**config.mk**
```make
export PLATFORM = sky130hd
export DESIGN_NAME = scsi_irq_status
export DESIGN_NICKNAME = d
export VERILOG_FILES = /design/src/rtl/scsi_irq_pkg.sv /design/src/rtl/scsi_cmd_decode.sv /design/src/rtl/scsi_act_arbiter.sv /design/src/rtl/scsi_irq_line.sv /design/src/rtl/scsi_irq_status.sv
export SDC_FILE = /design/constraint.sdc
export NUM_CORES = 1
export LEC_CHECK = 0
export ABC_AREA = 1
export BUFFER_PORTS_ARGS = -buffer_cell sky130_fd_sc_hd__clkbuf_2
export CAP_MARGIN = 10
export CORE_AREA = 2 2 60 62
export CTS_CLUSTER_SIZE = 20
export DETAILED_ROUTE_END_ITERATION = 10
export DIE_AREA = 0 0 62 64
export GPL_TIMING_DRIVEN = 0
export PLACE_DENSITY = 0.71
export RECOVER_POWER = 25
export REMOVE_ABC_BUFFERS = 1
export SLEW_MARGIN = 0
export SYNTH_ARGS = -nofsm -noshare
export SYNTH_HDL_FRONTEND = slang
export SYNTH_SLANG_ARGS = --single-unit
```
**constraint.sdc**
```tcl
create_clock -name clk -period 2.55 [get_ports clk]
set_input_delay 0.1275 -clock clk [delete_from_list [all_inputs] [get_ports clk]]
set_output_delay 0.1275 -clock clk [all_outputs]
set_load 0.02 [all_outputs]
```
**src/rtl/scsi_irq_pkg.sv**
```systemverilog
package scsi_irq_pkg;

   typedef enum logic [3:0] {
      ACT_NONE, ACT_NOP, ACT_FLUSH, ACT_RESET, ACT_BUSRST, ACT_MSGACC,
      ACT_ENSEL, ACT_DISSEL, ACT_SEL_MISS, ACT_SEL_OK, ACT_STAT_DONE,
      ACT_XFER_DONE, ACT_RD_INTR
   } act_e;

   localparam int OPC_W = 7;

   localparam logic [OPC_W-1:0] OPC_NOP    = 7'h00;
   localparam logic [OPC_W-1:0] OPC_FLUSH  = 7'h01;
   localparam logic [OPC_W-1:0] OPC_RESET  = 7'h02;
   localparam logic [OPC_W-1:0] OPC_BUSRST = 7'h03;
   localparam logic [OPC_W-1:0] OPC_MSGACC = 7'h12;
   localparam logic [OPC_W-1:0] OPC_ENSEL  = 7'h44;
   localparam logic [OPC_W-1:0] OPC_DISSEL = 7'h45;

   localparam logic [7:0] CAUSE_BUSRST = 8'h80;
   localparam logic [7:0] CAUSE_DISC   = 8'h20;
   localparam logic [7:0] CAUSE_SVC    = 8'h10;
   localparam logic [7:0] CAUSE_FDONE  = 8'h08;

   localparam int          ST_TC_BIT    = 4;
   localparam logic [6:0]  ST_TC        = 7'h10;
   localparam logic [6:0]  ST_STAT_PH   = 7'h03;

   localparam int RIX_STAT  = 0;
   localparam int RIX_CAUSE = 1;
   localparam int RIX_STEP  = 2;
   localparam int RIX_FLAGS = 3;
   localparam int RIX_CFG1  = 4;

endpackage

```
**src/rtl/scsi_cmd_decode.sv**
```systemverilog
module scsi_cmd_decode
   import scsi_irq_pkg::*;
(
   input  logic             valid_i,
   input  logic [OPC_W-1:0] opcode_i,
   output act_e             act_o
);

   always_comb begin
      act_o = ACT_NONE;
      if (valid_i) begin
         unique case (opcode_i)
            OPC_NOP:    act_o = ACT_NOP;
            OPC_FLUSH:  act_o = ACT_FLUSH;
            OPC_RESET:  act_o = ACT_RESET;
            OPC_BUSRST: act_o = ACT_BUSRST;
            OPC_MSGACC: act_o = ACT_MSGACC;
            OPC_ENSEL:  act_o = ACT_ENSEL;
            OPC_DISSEL: act_o = ACT_DISSEL;
            default:    act_o = ACT_NONE;
         endcase
      end
   end

endmodule

```
**src/rtl/scsi_act_arbiter.sv**
```systemverilog
module scsi_act_arbiter
   import scsi_irq_pkg::*;
(
   input  logic clk,
   input  logic rst,
   input  act_e cmd_act_i,
   input  logic sel_miss_i,
   input  logic sel_ok_i,
   input  logic stat_done_i,
   input  logic xfer_done_i,
   input  logic rd_intr_i,
   output act_e act_o
);

   always_comb begin
      if (cmd_act_i != ACT_NONE) act_o = cmd_act_i;
      else if (sel_miss_i)       act_o = ACT_SEL_MISS;
      else if (sel_ok_i)         act_o = ACT_SEL_OK;
      else if (stat_done_i)      act_o = ACT_STAT_DONE;
      else if (xfer_done_i)      act_o = ACT_XFER_DONE;
      else if (rd_intr_i)        act_o = ACT_RD_INTR;
      else                       act_o = ACT_NONE;
   end

   // a command always beats every event and the read
   p_cmd_wins_r12: assert property (@(posedge clk) disable iff (rst)
      (cmd_act_i != ACT_NONE) |-> (act_o == cmd_act_i));

   // a read loses whenever any event is present
   p_event_beats_read_r12: assert property (@(posedge clk) disable iff (rst)
      (rd_intr_i && (sel_miss_i || sel_ok_i || stat_done_i || xfer_done_i))
      |-> (act_o != ACT_RD_INTR));

endmodule

```
**src/rtl/scsi_irq_line.sv**
```systemverilog
module scsi_irq_line #(
   parameter bit ACTIVE_LOW = 1'b0
) (
   input  logic clk,
   input  logic rst,
   input  logic clr_i,
   input  logic raise_i,
   input  logic lower_i,
   output logic pend_o,
   output logic line_o
);

   logic pend_q;
   logic drive_q;

   always_ff @(posedge clk) begin
      if (rst || clr_i) begin
         pend_q  <= 1'b0;
         drive_q <= 1'b0;
      end else if (raise_i && !pend_q) begin
         pend_q  <= 1'b1;
         drive_q <= 1'b1;
      end else if (lower_i && pend_q) begin
         pend_q  <= 1'b0;
         drive_q <= 1'b0;
      end
   end

   assign pend_o = pend_q;

   generate
      if (ACTIVE_LOW) begin : g_low
         assign line_o = ~drive_q;
      end else begin : g_high
         assign line_o = drive_q;
      end
   endgenerate

   p_raise_sets_r1: assert property (@(posedge clk) disable iff (rst)
      (raise_i && !clr_i) |=> pend_o);

   p_lower_clears_r2: assert property (@(posedge clk) disable iff (rst)
      (lower_i && !raise_i && !clr_i) |=> !pend_o);

   p_idle_holds_r1: assert property (@(posedge clk) disable iff (rst)
      (!raise_i && !lower_i && !clr_i) |=> $stable(pend_o));

   p_clear_drops_r8: assert property (@(posedge clk) disable iff (rst)
      clr_i |=> (!pend_o && (line_o == ACTIVE_LOW)));

endmodule

```
**src/rtl/scsi_irq_status.sv**
```systemverilog
module scsi_irq_status
   import scsi_irq_pkg::*;
#(
   parameter int         IDX_W          = 3,
   parameter int         STEP_W         = 3,
   parameter int         STEP_DONE      = 4,
   parameter int         SUPPRESS_BIT   = 6,
   parameter logic [7:0] CFG1_INIT      = 8'h07,
   parameter bit         IRQ_ACTIVE_LOW = 1'b0
) (
   input  logic             clk,
   input  logic             rst,
   input  logic             ext_rst,
   input  logic             reg_wr,
   input  logic             reg_rd,
   input  logic [IDX_W-1:0] reg_idx,
   input  logic [7:0]       reg_wdata,
   output logic [7:0]       reg_rdata,
   input  logic             cmd_valid,
   input  logic [7:0]       cmd_byte,
   input  logic             ev_sel_miss,
   input  logic             ev_sel_ok,
   input  logic             ev_stat_done,
   input  logic             ev_xfer_done,
   output logic             irq
);

   localparam logic [STEP_W-1:0] STEP_CD   = STEP_W'(STEP_DONE);
   localparam logic [IDX_W-1:0]  IX_STAT   = IDX_W'(RIX_STAT);
   localparam logic [IDX_W-1:0]  IX_CAUSE  = IDX_W'(RIX_CAUSE);
   localparam logic [IDX_W-1:0]  IX_STEP   = IDX_W'(RIX_STEP);
   localparam logic [IDX_W-1:0]  IX_FLAGS  = IDX_W'(RIX_FLAGS);
   localparam logic [IDX_W-1:0]  IX_CFG1   = IDX_W'(RIX_CFG1);

   initial begin
      assert (IDX_W >= 3) else $error("IDX_W too small for five registers");
      assert (STEP_W >= 1 && STEP_W <= 8) else $error("STEP_W out of range");
      assert (STEP_DONE < (1 << STEP_W)) else $error("STEP_DONE does not fit");
      assert (SUPPRESS_BIT < 8) else $error("SUPPRESS_BIT outside byte");
   end

   logic [6:0]        stat_lo_q;
   logic [7:0]        cause_q;
   logic [STEP_W-1:0] step_q;
   logic [7:0]        flags_q;
   logic [7:0]        cfg1_q;

   act_e dec_act;
   act_e act;
   logic rd_intr;
   logic hard_clr;
   logic irq_clr;
   logic raise;
   logic lower;
   logic irq_pend;

   assign rd_intr = reg_rd && (reg_idx == IX_CAUSE);

   scsi_cmd_decode u_dec (
      .valid_i  (cmd_valid),
      .opcode_i (cmd_byte[OPC_W-1:0]),
      .act_o    (dec_act)
   );

   scsi_act_arbiter u_arb (
      .clk         (clk),
      .rst         (rst),
      .cmd_act_i   (dec_act),
      .sel_miss_i  (ev_sel_miss),
      .sel_ok_i    (ev_sel_ok),
      .stat_done_i (ev_stat_done),
      .xfer_done_i (ev_xfer_done),
      .rd_intr_i   (rd_intr),
      .act_o       (act)
   );

   assign irq_clr  = ext_rst || (act == ACT_RESET);
   assign hard_clr = rst || irq_clr;

   always_comb begin
      unique case (act)
         ACT_BUSRST:    raise = !cfg1_q[SUPPRESS_BIT];
         ACT_MSGACC,
         ACT_DISSEL,
         ACT_SEL_MISS,
         ACT_SEL_OK,
         ACT_STAT_DONE,
         ACT_XFER_DONE: raise = 1'b1;
         default:       raise = 1'b0;
      endcase
   end

   assign lower = (act == ACT_RD_INTR);

   scsi_irq_line #(.ACTIVE_LOW(IRQ_ACTIVE_LOW)) u_line (
      .clk     (clk),
      .rst     (rst),
      .clr_i   (irq_clr),
      .raise_i (raise),
      .lower_i (lower),
      .pend_o  (irq_pend),
      .line_o  (irq)
   );

   always_ff @(posedge clk) begin
      if (hard_clr) begin
         stat_lo_q <= '0;
         cause_q   <= '0;
         step_q    <= '0;
         flags_q   <= '0;
         cfg1_q    <= CFG1_INIT;
      end else begin
         if (reg_wr) begin
            if (reg_idx == IX_CFG1)  cfg1_q  <= reg_wdata;
            if (reg_idx == IX_FLAGS) flags_q <= reg_wdata;
         end
         unique case (act)
            ACT_FLUSH: begin
               cause_q <= CAUSE_FDONE;
               step_q  <= '0;
               flags_q <= '0;
            end
            ACT_BUSRST:  cause_q <= CAUSE_BUSRST;
            ACT_MSGACC: begin
               cause_q <= CAUSE_DISC;
               step_q  <= '0;
               flags_q <= '0;
            end
            ACT_ENSEL,
            ACT_DISSEL:  cause_q <= '0;
            ACT_SEL_MISS: begin
               stat_lo_q <= '0;
               cause_q   <= CAUSE_DISC;
               step_q    <= '0;
            end
            ACT_SEL_OK: begin
               stat_lo_q <= ST_TC;
               cause_q   <= CAUSE_SVC | CAUSE_FDONE;
               step_q    <= STEP_CD;
            end
            ACT_STAT_DONE: begin
               stat_lo_q <= ST_TC | ST_STAT_PH;
               cause_q   <= CAUSE_SVC;
               step_q    <= '0;
               flags_q   <= '0;
            end
            ACT_XFER_DONE: begin
               stat_lo_q <= stat_lo_q | ST_TC;
               cause_q   <= CAUSE_SVC;
               step_q    <= '0;
               flags_q   <= '0;
            end
            ACT_RD_INTR: begin
               cause_q              <= '0;
               stat_lo_q[ST_TC_BIT] <= 1'b0;
               step_q               <= STEP_CD;
            end
            default: ;
         endcase
      end
   end

   always_comb begin
      unique case (reg_idx)
         IX_STAT:  reg_rdata = {irq_pend, stat_lo_q};
         IX_CAUSE: reg_rdata = cause_q;
         IX_STEP:  reg_rdata = 8'(step_q);
         IX_FLAGS: reg_rdata = flags_q;
         IX_CFG1:  reg_rdata = cfg1_q;
         default:  reg_rdata = 8'h00;
      endcase
   end

   p_read_clears_r2: assert property (@(posedge clk) disable iff (rst)
      (act == ACT_RD_INTR && !ext_rst) |=>
      (cause_q == 8'h00 && step_q == STEP_CD && !stat_lo_q[ST_TC_BIT] && !irq_pend));

   p_busrst_quiet_r3: assert property (@(posedge clk) disable iff (rst)
      (act == ACT_BUSRST && cfg1_q[SUPPRESS_BIT] && !ext_rst) |=>
      ($stable(irq_pend) && cause_q == CAUSE_BUSRST));

   p_flush_no_raise_r6: assert property (@(posedge clk) disable iff (rst)
      (act == ACT_FLUSH && !ext_rst) |=>
      ($stable(irq_pend) && cause_q == CAUSE_FDONE && flags_q == 8'h00));

   p_reset_cfg_r8: assert property (@(posedge clk) disable iff (rst)
      hard_clr |=> (cfg1_q == CFG1_INIT && !irq_pend && cause_q == 8'h00));

   p_unknown_frozen_r10: assert property (@(posedge clk) disable iff (rst)
      (act == ACT_NONE && !reg_wr && !ext_rst) |=>
      ($stable(cause_q) && $stable(step_q) && $stable(stat_lo_q) &&
       $stable(flags_q) && $stable(cfg1_q) && $stable(irq_pend)));

endmodule

```
==> out/summary.md, run 1 <==
The critical path in this run is classified as in -> reg. For the pin with the worst max-slew slack, the measured transition is 0.824 ns. Row generation in the floorplan step produced 21 rows. Max-cap violations in this run came to 0. The filler cells instantiated in the layout total 348. The tools report the placement-stage cell area as 1660 um^2. The largest fanout of any net on the critical path was 20. The hold-fix buffer count after cts was 0. The number of global-route vias before repair was 1,264. The cell area that synthesis handed to floorplanning was 1450 um^2. The tools report the first-iteration detailed-routing DRC count as 73. The count of buffers added by post-CTS timing repair for setup is 0. Once layout is complete, the cells apart from fillers number 296. From synthesis to final layout, the design area changed by 17.7%. The main combinational cell family by area after synthesis was simple AND/OR/NAND/NOR gates. After routing, the total negative slack on setup checks comes to 0 ns. Worst min-delay path category: in -> reg. Setup repair after global routing left no endpoint under its margin. The logs give 1 for the deepest level of the CTS H-tree and 792 uW for the overall power consumption. The routed layout has 1,433 vias.

Measured along the y axis, the die boundary spans 64 um. Derived from the worst setup path, the maximum achievable clock frequency is 503 MHz. Core region area: 3280 um^2. Data on the critical path arrives at its endpoint at 2.25 ns.

In this run the register-to-register setup slack is 1.73 ns. Sorting the synthesized cells by area gives the leading types as sky130_fd_sc_hd__dfxtp_1, sky130_fd_sc_hd__nand2_1, sky130_fd_sc_hd__inv_1. The startpoint identified for the worst register-to-register timing path is flags_q[1]$_SDFFE_PP0P_. The mean routed wirelength per cell works out to 10.7 um.

For hold timing, the worst endpoint is cfg1_q[0]$_SDFFE_PP1P_. The global-route wire length before repair came out at 5.36 mm. The net count of the finished layout is 280. The tools report the max-slew violation count as 0. For the worst setup path, the data required time is 2.81 ns. Summed over all cells, the static leakage comes to 0.000790 uW. Post-CTS repair changed the size of 0 cells. The run gives 0 as the number of antenna violations at the first check in global routing. The largest net degree at the start of global routing was 21; the later-pin clock latency in the skew report was 0.32 ns. The library cell used most frequently in the layout, excluding fill and tap cells, is sky130_fd_sc_hd__nand2_1. After synthesis, the netlist uses 29 different library cells. The post-route netlist has 20.8% of its cells at a drive strength greater than 1. The synthesized netlist devotes 33.8% of its cell area to simple gates.

Count of final setup violators: 0. The maximum vdd ir drop is 0.218 mV, and the number of detailed-routing iterations run before antenna repair is 4. Measured in cells, the most critical reg-to-reg path has a length of 4. Once detailed placement completed, the half-perimeter wirelength came to 2.46 mm. The count of nets left with antenna violations once routing finished came out at 0. Buffers plus inverters on the worst setup path: 2. TritonCTS built the clock tree.

From left edge to right edge, the die measures 62 um. The critical path goes through clkbuf_2, nor3_1, nand2_1, nand2_1, a21oi_2, nand3_2, nand2_1, inv_2, o21ai_2, a21oi_2. Using the TritonRoute via totals, the vias-per-cell ratio works out to 4.84. The tree built by TritonCTS fans out to 24 sinks.

The area taken by flip-flops and latches was 480 um^2; the placed instance count was 292. The portion of the post-synthesis area used by sequential elements was 33.2%; the total of warnings raised by yosys was 0. The part of the cycle the worst path needs is 78.0%.

STA classifies the critical path endpoint as a flop. The count of input and output buffers is 36. The repair_antennas step left the layout with diodes totalling 0.

In the synthesized netlist, the number of instances is 214. The fraction of post-synthesis cell area in the top cell type by area is 33.2%, and the synthesized area divided by synthesized cell count is 6.75 um^2. The multi-input combinational cells in the finished layout cover a total of 795 um^2. Of the total synthesized cell area, the portion taken by full adders, half adders and majority gates is 0%.

Counting instances, the worst hold path has a depth of 3. In the layout the commonest cells are sky130_fd_sc_hd__nand2_1, sky130_fd_sc_hd__inv_1, sky130_fd_sc_hd__clkbuf_2, sky130_fd_sc_hd__nor2_1, sky130_fd_sc_hd__dfxtp_1. The final RePlAce weighted congestion was 0.845; the maximum single-stage delay on the critical path was 0.59 ns.

Of the total synthesized cell area, the portion taken by XOR and XNOR cells is 0%. The largest total area in the synthesized netlist belongs to sky130_fd_sc_hd__dfxtp_1. Summing all non-filler instances in the final layout gives an area of 1700 um^2. The tools report the startpoint of the tightest hold check path as reg_wdata[0]. The die covers 3970 um^2. For this run, design rule violations remaining after detail routing come to 0. The category of cells accounting for the largest share of critical-path delay was simple AND/OR/NAND/NOR gates. The tools report the kind of start point of the critical path as a primary input. For the worst setup skew after layout, the log shows 0.0000409 ns. CTS placed an instance of sky130_fd_sc_hd__clkbuf_4 at the clock tree root. The multiplexer share of the synthesized area was 1.39%. For this design the top-level I/O count stands at 38. For this configuration, the core starts out at a cell density of 44.0%. The tools report the total wirelength of the detailed-routed design as 3.16 mm.

The total routing resource utilization after global routing was 17.4%; the tightest slew margin relative to the limit was 44.9%. The post-CTS clock slew at the launch and capture registers of the worst setup and hold paths was 0.14 ns; the count of final hold-check violations was 0. The total congestion overflow was 0. By instance count, the cell type seen most on the critical path is sky130_fd_sc_hd__nand2_1. After synthesis the netlist holds a flip-flop and latch count of 24.

Dividing total power by cell area gives a power density of 465 nW/um^2. The run finished with clean final reports. After layout, the minimum clock period comes to 1.99 ns.

The cell with the biggest individual delay on the critical path is sky130_fd_sc_hd__nor3_1. The tools report the number of buffers created by CTS as 3. Once layout is complete, the utilization of the core stands at 51.8%. The worst register-to-register path ends at flags_q[1]$_SDFFE_PP0P_. Maximum buffer depth of the clock tree: 2. The synthesized-area fraction occupied by ao, oa, aoi and oai cells is 19.8%.
-- tightest hold or removal path, cell delays in order --
cell	delay [ns]
sky130_fd_sc_hd__clkbuf_2	0.09
sky130_fd_sc_hd__o21ai_0	0.07
sky130_fd_sc_hd__nand2_1	0.06
-- through the flow --
| step | setup slack [ns] | hold WS, ns |
|---|---|---|
| 2_1_floorplan | 0.769 | 0.276 |
| 3_3_place_gp | 0.217 | 0.381 |
| 3_5_place_dp | 0.153 | 0.381 |
| 4_1_cts | 0.483 | 0.0411 |
| 5_1_grt | 0.306 | 0.0602 |
| 6_report | 0.562 | 0.0434 |
-- cell usage after synthesis --
| library cell | number |
|---|---|
| sky130_fd_sc_hd__a211oi_2 | 6 |
| sky130_fd_sc_hd__nand3_1 | 12 |
| sky130_fd_sc_hd__o21ai_0 | 10 |
| sky130_fd_sc_hd__a31oi_1 | 2 |
| sky130_fd_sc_hd__a221o_1 | 2 |
| sky130_fd_sc_hd__nor4_1 | 1 |
| sky130_fd_sc_hd__dfxtp_1 | 24 |
| sky130_fd_sc_hd__nor3_2 | 1 |
| sky130_fd_sc_hd__o21ai_2 | 2 |
| sky130_fd_sc_hd__o211ai_1 | 2 |
| sky130_fd_sc_hd__nor2_2 | 1 |
| sky130_fd_sc_hd__mux2i_1 | 2 |
| sky130_fd_sc_hd__o221ai_1 | 4 |
| sky130_fd_sc_hd__nand2_2 | 3 |
| sky130_fd_sc_hd__nand4_4 | 1 |
| sky130_fd_sc_hd__clkbuf_1 | 2 |
| sky130_fd_sc_hd__inv_1 | 37 |
| sky130_fd_sc_hd__nor2_1 | 26 |
| sky130_fd_sc_hd__o22ai_1 | 3 |
| sky130_fd_sc_hd__a21oi_1 | 3 |
| sky130_fd_sc_hd__nand3_2 | 2 |
| sky130_fd_sc_hd__nand2_1 | 45 |
| sky130_fd_sc_hd__buf_2 | 1 |
| sky130_fd_sc_hd__a21oi_2 | 2 |
| sky130_fd_sc_hd__inv_2 | 2 |
| sky130_fd_sc_hd__nor3_1 | 12 |
| sky130_fd_sc_hd__o21ai_1 | 2 |
| sky130_fd_sc_hd__buf_6 | 1 |
| sky130_fd_sc_hd__nand4_1 | 3 |
-- area by class of cell --
cell class / count / area share, %
sequential: 24 / 28.2
timing repair buffer: 36 / 10.0
inverter: 39 / 8.60
clock inverter: 1 / 1.76
multi-input combinational: 147 / 46.7
tap: 46 / 3.38
clock buffer: 3 / 1.32
-- power breakdown --
group | switching (uW) | internal (uW)
Sequential | 4.51 | 384
Combinational | 82.5 | 44.6
Clock | 117 | 159
-- registers in the layout, summed over array words and instances (netlist names) --
name	flops
flags_q	8
cfg1_q	8
step_q	1
cause_q	4
u_line.pend_o	1
stat_lo_q	2
-- routing by layer --
metal / share of wire [%] / GRT usage [%] / routed length, um
met1: 49 / 23.4 / 1550
met3: 5.3 / 2.43 / 167
met4: 1.1 / 3.99 / 34
met5: 0 / 0 / 0
met2: 45 / 28.6 / 1400
-- cell families (layout without fill, tap and decap cells) --
group / Yosys count / after routing
mux: 2 / 2
buf+inv: 43 / 79
flops: 24 / 24
compound gates: 38 / 38
simple gates: 107 / 107
-- worst max path at each step --
stage	start	to	cells past startpoint
6_report	reg_idx[1]	cause_q[3]$_SDFFE_PP0P_	10
5_1_grt	reg_idx[1]	cause_q[3]$_SDFFE_PP0P_	10
4_1_cts	reg_idx[1]	cause_q[3]$_SDFFE_PP0P_	10
3_5_place_dp	reg_idx[1]	cause_q[3]$_SDFFE_PP0P_	10
3_3_place_gp	reg_idx[1]	cause_q[3]$_SDFFE_PP0P_	10
2_1_floorplan	ev_xfer_done	cause_q[5]$_SDFFE_PP0P_	8
(Power assumes the default switching activity.)
==> inputs of run 2 (changes only) <==
Settings changed: ABC_AREA 1 to 0, CORE_AREA 2 2 60 62 to 2 2 61 63, DIE_AREA 0 0 62 64 to 0 0 63 65, PLACE_DENSITY 0.71 to 0.72.
Clock period 2.55 ns to 1.8 ns, I/O delays scaled along.
==> out/summary.md, run 2 <==
The run gives 0.837 (was 0.845) as the final RePlAce weighted congestion. The data arrival time of the critical path came out at 1.98 ns (was 2.25 ns). Largest regs: cfg1_q: 8 flops, flags_q: 8 flops, cause_q: 4 flops (unchanged). For the top achievable clock speed, the log shows 573 MHz. The proportion of synthesized flip-flops having asynchronous set or reset works out to 0% (unchanged). Most used flip-flop cell after synthesis: sky130_fd_sc_hd__dfxtp_1 (unchanged).

The multiplexer share of the synthesized area is 2.14% (was 1.39%), and the total routing resource utilization after global routing is 19.4% (was 17.4%). The starting utilization of the core area was 41.9% (was 44.0%). The number of global-route vias before repair is 1,428 (was 1,264). The largest net degree at the start of global routing came out at 14 (was 21). The count of input and output buffers was 36 (unchanged); the largest fanout of any net on the critical path was 8 (was 20).

The register bit count reported by yosys was 24 (unchanged). Top cells by area in the synthesized netlist: sky130_fd_sc_hd__dfxtp_1, sky130_fd_sc_hd__nand2_1, sky130_fd_sc_hd__a21oi_1 (was sky130_fd_sc_hd__dfxtp_1, sky130_fd_sc_hd__nand2_1, sky130_fd_sc_hd__inv_1). The run gives 22.1% (was 16.1%) as the fraction of power consumed by combinational cells. List of cells traversed by the critical path: clkbuf_2, or4_4, or3_1, o211a_2, a31o_2, a311oi_2 (was clkbuf_2, nor3_1, nand2_1, nand2_1, a21oi_2, nand3_2, nand2_1, inv_2, o21ai_2, a21oi_2).

The number of detailed-routing iterations run before antenna repair is 4 (unchanged), and the maximum buffer depth of the clock tree is 2 (unchanged). The worst min-delay path category was in -> reg (unchanged). The total congestion overflow is 0 (unchanged), and the synthesized instance count is 193 (was 214). The tools report the count of unique library cells instantiated by Yosys as 51 (was 29).

The number of nets in the final layout is 264 (was 280). The deepest level of the CTS H-tree is 1 (unchanged), and the filler-free cell count of the finished design is 282 (was 296). The number of clock sinks was 24 (unchanged). The tools report the number of violations of the max-capacitance limit as 0 (unchanged). The total of warnings raised by yosys is 0 (unchanged).

The run gives 3500 um^2 (was 3280 um^2) as the core region area. The tools report the vias after detailed routing as 1,584 (was 1,433). TritonCTS built the clock tree. The antenna diode instance count was 0 (unchanged). Most instantiated cells after synthesis: sky130_fd_sc_hd__nand2_1, sky130_fd_sc_hd__dfxtp_1, sky130_fd_sc_hd__a21oi_1 (was sky130_fd_sc_hd__nand2_1, sky130_fd_sc_hd__inv_1, sky130_fd_sc_hd__nor2_1). The switching share of power was 28.3% (was 25.8%); the part of the cycle the worst path needs was 96.9%.

The logs give 770 uW (was 587 uW) for the internal power component and 3 (unchanged) for the number of buffers created by CTS. The fraction of power consumed by the clock network was 26.7% (was 34.9%). The first-iteration detailed-routing DRC count was 83 (was 73); the buffers plus inverters on the worst setup path was 1 (was 2). The critical path data required time is 2.04 ns (was 2.81 ns), and the maximum single-stage delay on the critical path is 0.60 ns (was 0.59 ns). Total DRC errors in the routed layout: 0 (unchanged). The final hold slack was 0.00616 ns (was 0.0434 ns); the post-CTS clock slew at the launch and capture registers of the worst setup and hold paths was 0.13 ns (was 0.14 ns). The XOR/XNOR share of the synthesized area works out to 1.20% (was 0%). The synthesized-area fraction occupied by adder cells is 0% (unchanged), and the overall die area is 4100 um^2 (was 3970 um^2).

The placed instance count is 266 (was 292). The number of antenna violations at the first check in global routing came out at 0 (unchanged). The tools report the cell chosen for the clock root as sky130_fd_sc_hd__clkbuf_4 (unchanged). Number of enable-type register cells in the synthesized netlist: 0 (unchanged).

The global-route wire length before repair is 6.46 mm (was 5.36 mm), and the detail-routed via count per cell is 5.62 (was 4.84). The power density over cell area works out to 583 nW/um^2 (was 465 nW/um^2). The cell area after synthesis came out at 1460 um^2 (was 1450 um^2).

Kind of start point of the critical path: a primary input (unchanged). The synthesized area divided by synthesized cell count works out to 7.58 um^2 (was 6.75 um^2). The later-pin clock latency in the skew report was 0.32 ns (about the same); the count of final setup violators was 0 (unchanged).

The overall power consumption is 1070 uW (was 792 uW). Dominant cell type by area after synthesis: sky130_fd_sc_hd__dfxtp_1 (unchanged). The fraction of final layout cells sized beyond drive strength 1 was 25.2% (was 20.8%); the worst setup skew after layout was 0.00391 ns (was 0.0000409 ns).

The simple-gate area share of the yosys netlist came out at 29.1% (was 33.8%). Critical path start-end classification: in -> reg (unchanged). Category of cells accounting for the largest share of critical-path delay: simple AND/OR/NAND/NOR gates (unchanged). The vertical extent of the die is 65 um (was 64 um). For the net switching power, the log shows 304 uW (was 204 uW). The leakage component of the power is 0.000701 uW (was 0.000790 uW), and the number of nets still failing antenna checks after routing is 0 (unchanged). Commonest cells after routing, fill and taps aside: sky130_fd_sc_hd__nand2_1, sky130_fd_sc_hd__clkbuf_2, sky130_fd_sc_hd__dfxtp_1, sky130_fd_sc_hd__a21oi_1, sky130_fd_sc_hd__nor2_1 (was sky130_fd_sc_hd__nand2_1, sky130_fd_sc_hd__inv_1, sky130_fd_sc_hd__clkbuf_2, sky130_fd_sc_hd__nor2_1, sky130_fd_sc_hd__dfxtp_1). The max-slew violation count is 0 (unchanged).

The actual transition at the worst max-transition pin was 0.472 ns (was 0.824 ns). The clock period could shrink to 1.75 ns. The mean routed wirelength per cell is 14.0 um (was 10.7 um). Die width: 63 um (was 62 um). The main combinational cell family by area after synthesis is compound AO/OA/AOI/OAI gates (was simple AND/OR/NAND/NOR gates).

The cell with the most instances after synthesis is sky130_fd_sc_hd__nand2_1 (unchanged). The maximum vdd ir drop is 0.357 mV (was 0.218 mV). The total wirelength of the detailed-routed design is 3.95 mm (was 3.16 mm), and the portion of the post-synthesis area used by sequential elements is 32.8% (was 33.2%). The synthesized-area fraction occupied by ao, oa, aoi and oai cells works out to 30.3% (was 19.8%). The area added between synthesis and finish is 25.7% (was 17.7%). The leading cell type in the layout, fill and taps excluded is sky130_fd_sc_hd__nand2_1 (unchanged). The tools report the count of final hold-check violations as 0 (unchanged).

The fraction of post-synthesis cell area in the top cell type by area was 32.8% (was 33.2%). The logs give 22 (was 21) for the placement row count and 38 (unchanged) for the top-level port count. For the tightest slew margin relative to the limit, the log shows 68.3% (was 44.9%). The sequential cell fraction of total power was 51.2% (was 49.0%). The cell with the biggest individual delay on the critical path is sky130_fd_sc_hd__or4_4 (was sky130_fd_sc_hd__nor3_1). The tools report the endpoint class of the critical path as a flop (unchanged).

The flow ran to the end, and the final reports show no timing, DRC or antenna violations. The tools report the half-perimeter wire length after detailed placement as 2.80 mm (was 2.46 mm).
==> run 2: changes by cell type after synthesis, moves of 4 or more <==
cell and change:
sky130_fd_sc_hd__nor2b_1 +4, sky130_fd_sc_hd__o221ai_1 -4, sky130_fd_sc_hd__nand3_1 -6, sky130_fd_sc_hd__a21oi_1 +20, sky130_fd_sc_hd__inv_1 -34, sky130_fd_sc_hd__nor3_1 -6
sky130_fd_sc_hd__nor2_1 -16, sky130_fd_sc_hd__a211oi_2 -6, sky130_fd_sc_hd__o21ai_0 -4
==> run 2: layout make-up <==
type                       count  area [um^2]
tap                           48         60.1
sequential                    24          480
timing repair buffer          48          285
fill                         370         1660
clock buffer                   4         36.3
inverter                       3         11.3
multi-input combinational    155          967
==> run 2: final timing paths <==
| kind | startpoint | slack [ns] | depth (start not counted) | to |
|---|---|---|---|---|
| worst max-delay path | cmd_byte[3] | 0.05 | 6 | u_line.pend_o$_SDFFE_PP0P_ |
| worst min register to register | cfg1_q[3]$_SDFFE_PP0P_ | 0.46 | 2 | cfg1_q[3]$_SDFFE_PP0P_ |
| worst min-delay path | reg_wdata[2] | 0.006 | 3 | cfg1_q[2]$_SDFFE_PP1P_ |
| worst max register to register | cfg1_q[6]$_SDFFE_PP0P_ | 0.76 | 2 | u_line.pend_o$_SDFFE_PP0P_ |
==> run 2: logic make-up after synthesis <==
kind of cell              Yosys count
DFF                                24
and+or+nand+nor                    89
buffers and inverters              14
AOI/OAI and AO/OA                  61
muxes                               3
xor gates and xnor gates            2
==> run 2: per-layer routing <==
layer / up-vias / part of all wire, % / wire (um) / GRT usage [%]
met4: 0 / 0.81 / 32 / 4.44
met1: 743 / 45 / 1790 / 25.2
li1: 785 / - / - / -
met5: - / 0 / 0 / 0
met3: 4 / 5.9 / 235 / 3.13
met2: 52 / 48 / 1890 / 33.9
==> run 2: power by group through the flow <==
stage | Sequential [uW] | Clock, uW | Combinational [uW]
2_1_floorplan | 561 | 0 | 112
3_3_place_gp | 562 | 0 | 195
3_5_place_dp | 562 | 0 | 197
4_1_cts | 551 | 292 | 217
5_1_grt | 552 | 309 | 257
6_report | 550 | 287 | 237
==> run 2: what timing repair did <==
item / CTS / global route
buffers inserted: 1 / 4
resized for setup: 6 / 4
hold endpoints to repair: 11 / 0
hold buffers: 7 / 0
pin swaps: 2 / 2
setup endpoints to repair: 22 / 15
==> run 2: worst register-to-register path, stage by stage (launching register included) <==
cell,delay [ns]
sky130_fd_sc_hd__dfxtp_1,0.36
sky130_fd_sc_hd__o311a_1,0.37
sky130_fd_sc_hd__a311oi_2,0.24
==> run 2: stage by stage <==
step / setup WS [ns] / util (%) / area (um^2) / TNS [ns]
final: 0.0550 / 52.6 / 1840 / 0
after CTS: 0.0215 / 51.6 / 1800 / 0
after detailed placement: -0.848 / 47.2 / 1650 / -14.15
after global routing: -0.0512 / 52.6 / 1840 / -0.0959
after global placement: -0.853 / 47.2 / 1650 / -14.23
after floorplan: -0.244 / - / 1410 / -2.81
==> inputs of run 3 (changes only) <==
Settings changed: CORE_AREA 2 2 61 63 to 2 2 59 61, DIE_AREA 0 0 63 65 to 0 0 61 63, PLACE_DENSITY 0.72 to 0.77.
==> out/summary.md, run 3 (synthesis results as in run 2) <==
The top achievable clock speed was 568 MHz (was 573 MHz). List of cells traversed by the critical path: clkbuf_2, or4_4, o32a_1, o311ai_4, nand2_2, o211ai_4, a21oi_1 (was clkbuf_2, or4_4, or3_1, o211a_2, a31o_2, a311oi_2). The logs give 15 (was 14) for the largest net degree at the start of global routing and 0 (unchanged) for the antenna diode instance count. The number of buffers created by CTS was 3 (unchanged); the first-iteration detailed-routing DRC count was 83 (unchanged).

Top-level port count: 38 (unchanged). The area added between synthesis and finish was 23.5% (was 25.7%). The worst min-delay path category was in -> reg (unchanged). The tools report the net switching power as 296 uW (was 304 uW). The summed negative setup slack over all endpoints came out at 0 ns (unchanged). The switching share of power is 25.6% (was 28.3%), and the cell count of the worst reg-to-reg path is 2 (unchanged).

The critical path data required time was 2.00 ns (was 2.04 ns). The total routing resource utilization after global routing came out at 21.8% (was 19.4%). The cell chosen for the clock root is sky130_fd_sc_hd__clkbuf_4 (unchanged). The deepest level of the CTS H-tree was 1 (unchanged); the data arrival time of the critical path was 1.96 ns (was 1.98 ns). The origin of the critical flop-to-flop path is cfg1_q[6]$_SDFFE_PP0P_ (unchanged). The run finished with clean final reports. For the leakage component of the power, the log shows 0.000670 uW (was 0.000701 uW).

Placed instance count: 264 (was 266). The leading cell type in the layout, fill and taps excluded was sky130_fd_sc_hd__nand2_1 (unchanged). The cell with the biggest individual delay on the critical path is sky130_fd_sc_hd__or4_4 (unchanged).

Core region area: 3230 um^2 (was 3500 um^2). The die width is 61 um (was 63 um). The total DRC errors in the routed layout was 0 (unchanged); the part of the cycle the worst path needs was 97.7% (was 96.9%). The tools report the vias after detailed routing as 1,538 (was 1,584). Detail-routed via count per cell: 5.61 (was 5.62).

The mean routed wirelength per cell came out at 13.5 um (was 14.0 um). The run gives 274 (was 282) as the filler-free cell count of the finished design. Count of input and output buffers: 36 (unchanged).

For the total wirelength of the detailed-routed design, the log shows 3.69 mm (was 3.95 mm). The startpoint of the tightest hold check path is reg_wdata[0] (was reg_wdata[2]). Largest regs: cfg1_q: 8 flops, flags_q: 8 flops, cause_q: 4 flops (unchanged). The kind of start point of the critical path is a primary input (unchanged).

Final RePlAce weighted congestion: 0.919 (was 0.837). Global-route wire length before repair: 6.55 mm (was 6.46 mm). The count of buffers added by post-CTS timing repair for setup is 0 (was 1). For the maximum vdd ir drop, the log shows 0.637 mV (was 0.357 mV). The starting utilization of the core area is 45.3% (was 41.9%). Actual transition at the worst max-transition pin: 0.566 ns (was 0.472 ns).

For the fraction of power consumed by combinational cells, the log shows 19.2% (was 22.1%). Number of nets in the final layout: 258 (was 264). The tools report the terminating pin of the worst hold path as cfg1_q[0]$_SDFFE_PP1P_ (was cfg1_q[2]$_SDFFE_PP1P_). Setup repair after global routing left no endpoint under its margin.

The final critical path time including I/O delays and setup is 1.76 ns (was 1.75 ns), and the post-CTS clock slew at the launch and capture registers of the worst setup and hold paths is 0.13 ns (about the same). The count of final setup violators is 0 (unchanged). The endpoint class of the critical path was a flop (unchanged). The number of antenna violations at the first check in global routing is 0 (unchanged).

Vertical extent of the die: 63 um (was 65 um). The tightest slew margin relative to the limit is 62.2% (was 68.3%). The tools report the total congestion overflow as 0 (unchanged).

For the number of nets still failing antenna checks after routing, the log shows 0 (unchanged). The half-perimeter wire length after detailed placement came out at 2.68 mm (was 2.80 mm). The tools report the maximum buffer depth of the clock tree as 2 (unchanged). The number of cells on the worst hold path is 3 (unchanged). The overall die area was 3840 um^2 (was 4100 um^2); the largest fanout of any net on the critical path was 11 (was 8).

Worst flop-to-flop path endpoint: u_line.pend_o$_SDFFE_PP0P_ (unchanged). The critical path start-end classification was in -> reg (unchanged). The max-slew violation count was 0 (unchanged); the power density over cell area was 640 nW/um^2 (was 583 nW/um^2). The logs give 0.00208 ns (was 0.00391 ns) for the worst setup skew after layout and 47.6% (was 51.2%) for the sequential cell fraction of total power. Number of global-route vias before repair: 1,480 (was 1,428). The logs give 0.76 ns (about the same) for the setup slack of the most critical reg-to-reg path and 24 (unchanged) for the number of clock sinks. Commonest cells after routing, fill and taps aside: sky130_fd_sc_hd__nand2_1, sky130_fd_sc_hd__clkbuf_2, sky130_fd_sc_hd__dfxtp_1, sky130_fd_sc_hd__a21oi_1, sky130_fd_sc_hd__nor2_1 (unchanged). TritonCTS built the clock tree. The number of detailed-routing iterations run before antenna repair came out at 4 (unchanged). The fraction of power consumed by the clock network is 33.3% (was 26.7%).

The maximum single-stage delay on the critical path was 0.59 ns (was 0.60 ns); the internal power component was 860 uW (was 770 uW). The later-pin clock latency in the skew report was 0.31 ns (was 0.32 ns); the number of violations of the max-capacitance limit was 0 (unchanged). The fraction of final layout cells sized beyond drive strength 1 came out at 22.8% (was 25.2%).

The logs give 21 (was 22) for the placement row count and 0 (unchanged) for the count of final hold-check violations.
[run 3: power groups by stage]
| stage | Combinational [uW] | Sequential, uW | Clock, uW |
|---|---|---|---|
| final | 221 | 550 | 385 |
| after detailed placement | 196 | 562 | 0 |
| after CTS | 217 | 550 | 391 |
| after global placement | 194 | 562 | 0 |
| after floorplan | 112 | 561 | 0 |
| after global routing | 244 | 552 | 421 |
[run 3: repair_timing]
item / in CTS / in global routing
resized for setup: 7 / 4
setup endpoints to repair: 22 / 15
hold buffers: 6 / 0
endpoints found under the hold margin: 7 / 0
pin swaps: 1 / 1
[run 3: through the flow]
stage | area [um^2] | worst slack (ns) | utilization [%] | hold slack, ns | total power [uW]
after CTS | 1810 | 0.0309 | 55.9 | 0.00712 | 1160
after floorplan | 1410 | -0.244 | - | 0.213 | 673
after global routing | 1810 | 0.00855 | 55.9 | 0.00473 | 1220
after detailed placement | 1650 | -0.785 | 51.0 | 0.325 | 758
after global placement | 1650 | -0.755 | 51.0 | 0.322 | 756
final | 1810 | 0.0407 | 55.9 | 0.00618 | 1160
[run 3: worst max path at each step]
stage	start	endpoint	slack, ns	cells past startpoint
2_1_floorplan	cmd_byte[3]	flags_q[0]$_SDFFE_PP0P_	-0.24	6
3_3_place_gp	cmd_byte[4]	flags_q[3]$_SDFFE_PP0P_	-0.75	7
3_5_place_dp	cmd_byte[4]	flags_q[6]$_SDFFE_PP0P_	-0.79	7
4_1_cts	cmd_byte[3]	u_line.pend_o$_SDFFE_PP0P_	0.03	6
5_1_grt	cmd_byte[3]	flags_q[3]$_SDFFE_PP0P_	0.009	7
6_report	cmd_byte[3]	flags_q[6]$_SDFFE_PP0P_	0.04	7
[run 3: worst max-delay path, delay by kind of cell]
| kind | cells | cell delay, ns |
|---|---|---|
| simple gates | 2 | 0.76 |
| buf+inv | 1 | 0.11 |
| compound gates | 4 | 0.99 |
[run 3: area by class of cell]
class                      instances  area (um^2)
sequential                        24          480
clock buffer                       3         22.5
inverter                           3         11.3
clock inverter                     1         30.0
timing repair buffer              42          234
fill                             314         1420
tap                               46         57.6
multi-input combinational        155          972
[run 3: routing by layer]
layer,GRT usage (%),part of all wire (%)
met1,29.3,45
met3,4.97,3.6
met4,6.52,1.9
met2,34.3,50
met5,0,0
